## src/rtl/pwm_shadow_pkg.sv

```systemverilog
package pwm_shadow_pkg;
   // write-port address decode
   localparam int ADDR_CTRL  = 12;
   localparam int ADDR_LATCH = 13;
   localparam int ADDR_RUN   = 14;
   // control word layout: mode bit n at n, enable bit n at EN_BASE+n
   localparam int EN_BASE    = 8;

   typedef enum logic {
      EDGE_SINGLE = 1'b0,
      EDGE_DOUBLE = 1'b1
   } edge_mode_e;
endpackage

```

## src/rtl/pwm_match_bank.sv

```systemverilog
module pwm_match_bank #(
   parameter int CNT_W  = 16,
   parameter int NUM_MR = 7,
   parameter int ADDR_W = 4
) (
   input  logic                           clk,
   input  logic                           rst_n,
   input  logic                           run,
   input  logic                           commit,
   input  logic                           wr_en,
   input  logic [ADDR_W-1:0]              wr_addr,
   input  logic [CNT_W-1:0]               wr_value,
   input  logic [NUM_MR-1:0]              wr_mask,
   output logic [NUM_MR-1:0][CNT_W-1:0]   work,
   output logic [NUM_MR-1:0]              latch_q
);
   import pwm_shadow_pkg::*;

   logic [NUM_MR-1:0][CNT_W-1:0] shadow;
   logic                         mask_wr;

   assign mask_wr = wr_en && (wr_addr == ADDR_W'(ADDR_LATCH));

   always_ff @(posedge clk) begin
      if (!rst_n)       latch_q <= '0;
      else if (mask_wr) latch_q <= wr_mask;
      else if (commit)  latch_q <= '0;
   end

   for (genvar j = 0; j < NUM_MR; j++) begin : g_slot
      logic slot_wr;
      assign slot_wr = wr_en && (wr_addr == ADDR_W'(j));

      always_ff @(posedge clk) begin
         if (!rst_n)       shadow[j] <= '0;
         else if (slot_wr) shadow[j] <= wr_value;
      end

      always_ff @(posedge clk) begin
         if (!rst_n)                      work[j] <= '0;
         else if (slot_wr && !run)        work[j] <= wr_value;
         else if (commit && latch_q[j])   work[j] <= shadow[j];
      end
   end
endmodule

```

## src/rtl/pwm_ctrl_regs.sv

```systemverilog
module pwm_ctrl_regs #(
   parameter int NUM_OUT = 6,
   parameter int ADDR_W  = 4,
   parameter int CTRL_W  = 15
) (
   input  logic               clk,
   input  logic               rst_n,
   input  logic               wr_en,
   input  logic [ADDR_W-1:0]  wr_addr,
   input  logic [CTRL_W-1:0]  wr_data,
   output logic               run_o,
   output logic [NUM_OUT-1:0] en_o,
   output logic [NUM_OUT-1:0] dbl_o
);
   import pwm_shadow_pkg::*;

   logic [NUM_OUT-1:0] en_q;
   logic [NUM_OUT-1:1] sel_q;
   logic               unused_bits;

   assign unused_bits = ^wr_data;

   always_ff @(posedge clk) begin
      if (!rst_n) begin
         en_q  <= '0;
         sel_q <= '0;
      end else if (wr_en && wr_addr == ADDR_W'(ADDR_CTRL)) begin
         en_q  <= wr_data[EN_BASE+1 +: NUM_OUT];
         sel_q <= wr_data[2 +: NUM_OUT-1];
      end
   end

   always_ff @(posedge clk) begin
      if (!rst_n)                                      run_o <= 1'b0;
      else if (wr_en && wr_addr == ADDR_W'(ADDR_RUN))  run_o <= wr_data[0];
   end

   assign en_o = en_q;
   // output 1 has no lower compare to pair with, so it stays single-edge
   assign dbl_o = {sel_q, 1'b0};
endmodule

```

## src/rtl/pwm_out_chan.sv

```systemverilog
module pwm_out_chan
   import pwm_shadow_pkg::*;
(
   input  logic       clk,
   input  logic       rst_n,
   input  logic       active,
   input  edge_mode_e mode,
   input  logic       hit_period,
   input  logic       hit_lead,
   input  logic       hit_own,
   output logic       q
);
   logic set_ev;

   assign set_ev = (mode == EDGE_DOUBLE) ? hit_lead : hit_period;

   always_ff @(posedge clk) begin
      if (!rst_n)       q <= 1'b0;
      else if (!active) q <= 1'b0;
      else if (hit_own) q <= 1'b0;   // clear outranks set
      else if (set_ev)  q <= 1'b1;
   end
endmodule

```

## src/rtl/pwm_shadow_gen.sv

```systemverilog
module pwm_shadow_gen #(
   parameter int CNT_W   = 16,
   parameter int NUM_OUT = 6,
   parameter int ADDR_W  = 4,
   parameter int DATA_W  = 32
) (
   input  logic               clk,
   input  logic               rst_n,
   input  logic               tick_i,
   input  logic [CNT_W-1:0]   count_i,
   input  logic               wr_en_i,
   input  logic [ADDR_W-1:0]  wr_addr_i,
   input  logic [DATA_W-1:0]  wr_data_i,
   output logic [NUM_OUT-1:0] pwm_o
);
   import pwm_shadow_pkg::*;

   localparam int NUM_MR = NUM_OUT + 1;
   localparam int CTRL_W = EN_BASE + NUM_OUT + 1;

   if (NUM_OUT < 2 || NUM_OUT > 7) begin : g_bad_outs
      $error("pwm_shadow_gen: NUM_OUT must be 2..7");
   end
   if (DATA_W < CNT_W || DATA_W < CTRL_W) begin : g_bad_data
      $error("pwm_shadow_gen: DATA_W too narrow");
   end
   if ((1 << ADDR_W) <= ADDR_RUN) begin : g_bad_addr
      $error("pwm_shadow_gen: ADDR_W too narrow for register map");
   end

   logic                         run_q;
   logic [NUM_OUT-1:0]           en_vec;
   logic [NUM_OUT-1:0]           dbl_vec;
   logic [NUM_MR-1:0][CNT_W-1:0] work;
   logic [NUM_MR-1:0]            latch_q;
   logic [NUM_MR-1:0]            hit;
   logic                         unused_data;

   assign unused_data = ^wr_data_i;

   pwm_ctrl_regs #(.NUM_OUT(NUM_OUT), .ADDR_W(ADDR_W), .CTRL_W(CTRL_W)) u_ctrl (
      .clk     (clk),
      .rst_n   (rst_n),
      .wr_en   (wr_en_i),
      .wr_addr (wr_addr_i),
      .wr_data (wr_data_i[CTRL_W-1:0]),
      .run_o   (run_q),
      .en_o    (en_vec),
      .dbl_o   (dbl_vec)
   );

   pwm_match_bank #(.CNT_W(CNT_W), .NUM_MR(NUM_MR), .ADDR_W(ADDR_W)) u_bank (
      .clk      (clk),
      .rst_n    (rst_n),
      .run      (run_q),
      .commit   (hit[0]),
      .wr_en    (wr_en_i),
      .wr_addr  (wr_addr_i),
      .wr_value (wr_data_i[CNT_W-1:0]),
      .wr_mask  (wr_data_i[NUM_MR-1:0]),
      .work     (work),
      .latch_q  (latch_q)
   );

   for (genvar j = 0; j < NUM_MR; j++) begin : g_cmp
      assign hit[j] = tick_i && run_q && (count_i == work[j]);
   end

   for (genvar i = 0; i < NUM_OUT; i++) begin : g_out
      pwm_out_chan u_chan (
         .clk        (clk),
         .rst_n      (rst_n),
         .active     (run_q && en_vec[i]),
         .mode       (edge_mode_e'(dbl_vec[i])),
         .hit_period (hit[0]),
         .hit_lead   (hit[i]),
         .hit_own    (hit[i+1]),
         .q          (pwm_o[i])
      );
   end
endmodule

```

## config.mk

```make
export PLATFORM = sky130hd
export DESIGN_NAME = pwm_shadow_gen
export DESIGN_NICKNAME = d
export VERILOG_FILES = /design/src/rtl/pwm_shadow_pkg.sv /design/src/rtl/pwm_match_bank.sv /design/src/rtl/pwm_ctrl_regs.sv /design/src/rtl/pwm_out_chan.sv /design/src/rtl/pwm_shadow_gen.sv
export SDC_FILE = /design/constraint.sdc
export NUM_CORES = 1
export LEC_CHECK = 0
export BUFFER_PORTS_ARGS = -buffer_cell sky130_fd_sc_hd__buf_2
export CORE_UTILIZATION = 55
export DETAILED_ROUTE_END_ITERATION = 7
export GPL_ROUTABILITY_DRIVEN = 0
export PLACE_DENSITY = 0.76
export SETUP_SLACK_MARGIN = 0.1
export SLEW_MARGIN = 0
export SYNTH_ARGS = -nofsm -noshare
export SYNTH_HDL_FRONTEND = slang
export SYNTH_SLANG_ARGS = --single-unit
```

## constraint.sdc

```tcl
create_clock -name clk -period 2.4 [get_ports clk]
set_input_delay 0.24 -clock clk [delete_from_list [all_inputs] [get_ports clk]]
set_output_delay 0.24 -clock clk [all_outputs]
set_load 0.005 [all_outputs]
```

==> reports/metrics.cfg <==
[status]
status = finished, final reports clean

[synthesis]
synth_warnings = 0
syn_area_mm2 = 0.01161
syn_inst = 1469
synth_nets = 1525
synth_mux_area_frac = 0.02467
yosysTopAreaCell = dfxtp_1
async_flop_share = 0
synth_edf_count = 0
synthSimpleGateAreaFrac = 0.1797
synth_top_family_by_area = compound AO/OA/AOI/OAI gates
synthFlopType = dfxtp_1
synth_top_cells_by_count = 266 x nand2_1, 249 x dfxtp_1, 157 x a21oi_1, 151 x o21ai_0, 146 x clkbuf_1
seq_area_frac_synth = 0.4293
synth_compound_area_frac = 0.2255
synthTopCellsByArea = dfxtp_1 43%, nand2_1 8.6%, a21oi_1 6.8%
synthAdderAreaFrac = 0
synth_top_area_frac = 0.4293
avgSynthCellArea_um2 = 7.905
synth-seq-cells = 249
synth.distinct_cells = 44
yosys.area_share.xor_xnor = 0.08447
synth.most_common_cell = nand2_1

[floorplanning]
die_h_um = 147.3
std_cell_rows = 52
coreArea_mm2 = 0.02049
start_util = 0.5666
io_pins = 62
die_x_um = 147.3
dieArea_mm2 = 0.02170

[setup_path]
crit_start = u_bank.work[9]
cp.required_ns = 2.85
rrSetupSlack_ns = 0.18
cp-endpoint = u_bank.work[30]
path_max_fanout = 23
cp-start-kind = flip-flop
crit_arrival_ns = 2.68
endpoint_kind = flip-flop
ff2ff_path_depth = 7
critical_path_class = reg2reg
r2r-end = u_bank.work[30]
r2r_start = u_bank.work[9]

[flow_run]
max-cap-violations = 0

[final_layout]
n_fill_cell = 1757
stdcell_count = 1738
fin_nets = 1503
drive_above_1_share = 0.1193
syn_to_final_growth_pct = 13.02

[routing]
wl_um = 38350
dr.pass1.iters = 6
drtIter0Drc = 1301
wire_per_inst_um = 22.06
drcViolationCount = 0
viasPerCell = 6.535
dr_total_vias = 11360
ant_nets = 0

[global_routing]
grt_pass1_vias = 10470
grt-ovfl-total = 0
grt_pass1_wl_um = 58860
track_usage = 0.3488
grt_antenna_before_repair = 1
grt_max_degree = 84

[placed_design]
dpl.hpwl_um = 22520
post-place-ws_ns = 0.03181
port_buffers = 45
place_inst = 1687

[timing]
fin_ws_ns = 0.1789
setup_tns_ns = 0
final_max_slew_viol_count = 0
finalCritPeriodShare = 0.9254
finalSetupViolations = 0
slew_headroom = 0.4091
rsz0062_at_grt = false
max_clock_freq_mhz = 450.2
fin_skew_ns = 0.01103
min_period_ns = 2.221
tightest_slew_ns = 0.8842
hold_violations = 0

[power_and_ir_drop]
ir_drop_v = 0.0006922
static-leakage-power_nw = 4.317
powerDensity_mw_per_mm2 = 719.6

[clock_tree]
h-tree-depth = 1
clockBufferDepth = 3
clkSlewWorstSetupHoldPaths_ns = 0.06
cts.sinks = 249
cts_tree = done
cts_root_buffer = clkbuf_16
numCtsBuffers = 26
worstSkewPairLatency_ns = 0.54
hold_buffers = 0

[min_path]
min_from = wr_data_i[15]
hold_path.class = in2reg

layout make-up:
| class | instances | area, um^2 | area share |
|---|---|---|---|
| Clock buffer | 36 | 769.5 | 0.05863 |
| Multi-Input combinational cell | 1054 | 6001 | 0.4572 |
| Sequential cell | 249 | 4985 | 0.3798 |
| Tap cell | 270 | 337.8 | 0.02574 |
| Antenna cell | 1 | 2.502 | 0.0001907 |
| Inverter | 3 | 13.76 | 0.001049 |
| Timing Repair Buffer | 113 | 823.3 | 0.06273 |
| Clock inverter | 12 | 191.4 | 0.01459 |
layout by cell type, fill, tap and decap left out, types with 3 or more instances in the layout:
cell / n
a211oi_1: 24
a21oi_1: 157
a31oi_1: 78
a41oi_1: 5
and3_1: 3
buf_12: 7
buf_2: 45
buf_4: 61
bufinv_16: 5
clkbuf_1: 3
clkbuf_16: 27
clkbuf_8: 6
clkinv_2: 5
dfxtp_1: 249
mux2_2: 5
mux2i_1: 23
nand2_1: 266
nand2b_1: 4
nand3_1: 14
nand4_1: 101
nor2_1: 12
nor3_1: 12
nor3_2: 3
nor4_1: 8
o211ai_1: 7
o21ai_0: 151
o21ai_1: 20
o22ai_1: 4
o311a_1: 4
o31ai_1: 11
or3_1: 6
xnor2_1: 62
xor2_1: 50
metal layers:
layer	wire length, um	up-vias	GRT usage
met4	2007	0	0.1737
met1	15450	5463	0.4730
met5	0	-	0
met3	4181	129	0.05932
met2	16710	602	0.5356
li1	-	5164	-
logic make-up (layout without fill, tap and decap cells):
logic type / after synthesis / after routing
muxes: 28 / 28
buffers and inverters: 166 / 164
other: 0 / 1
AOI/OAI and AO/OA: 469 / 469
and+or+nand+nor: 445 / 445
DFF: 249 / 249
xor gates and xnor gates: 112 / 112
critical path, cell delays in order, from the launching register on:
cell and delay, ns:
dfxtp_1 0.32, xor2_1 0.20, nor4_4 0.36, buf_4 0.25, and2_2 0.31, buf_4 0.33, nand4_1 0.15, a31oi_1 0.22
state kept, by name (all words and copies together), names as in the netlist:
register,count
u_bank.latch_q,7
u_ctrl.en_o,6
u_bank.work,112
g_out.u_chan.q,6
u_ctrl.run_o,1
u_ctrl.sel_q,5
u_bank.shadow,112
worst min-delay path by stage:
| stage | to | slack, ns | cells after the start |
|---|---|---|---|
| floorplan | u_bank.work[98] | 0.43 | 2 |
| global placement | u_bank.shadow[39] | 0.44 | 2 |
| detailed placement | u_bank.shadow[59] | 0.45 | 2 |
| CTS | u_bank.shadow[95] | 0.12 | 3 |
| global route | u_bank.shadow[95] | 0.12 | 3 |
| finish | u_bank.shadow[95] | 0.12 | 3 |
stage by stage:
| step | hold slack (ns) | area [um^2] | utilization | power (mW) |
|---|---|---|---|---|
| after floorplan | 0.4333 | 11610 | - | 4.725 |
| after CTS | 0.1163 | 13100 | 0.6393 | 9.438 |
| final | 0.1216 | 13120 | 0.6404 | 9.444 |
| after global placement | 0.4411 | 12140 | 0.5921 | 4.982 |
| after detailed placement | 0.4472 | 12140 | 0.5921 | 4.998 |
| after global routing | 0.1218 | 13120 | 0.6402 | 9.687 |
what timing repair did:
| item | 4_1_cts | 5_1_grt |
|---|---|---|
| setup buffers | 0 | 2 |
| pin swaps | 0 | 1 |
| setup endpoints to repair | 3 | 16 |
| gates resized for setup | 1 | 1 |
report_power, final:
group / total (mW) / leakage (nW) / internal [mW] / switching, mW
Sequential: 4.24 / 2.01 / 4.20 / 0.0414
Combinational: 0.696 / 1.83 / 0.219 / 0.477
Clock: 4.51 / 0.474 / 2.78 / 1.73
Note: power is estimated with default switching activity, not from simulation.
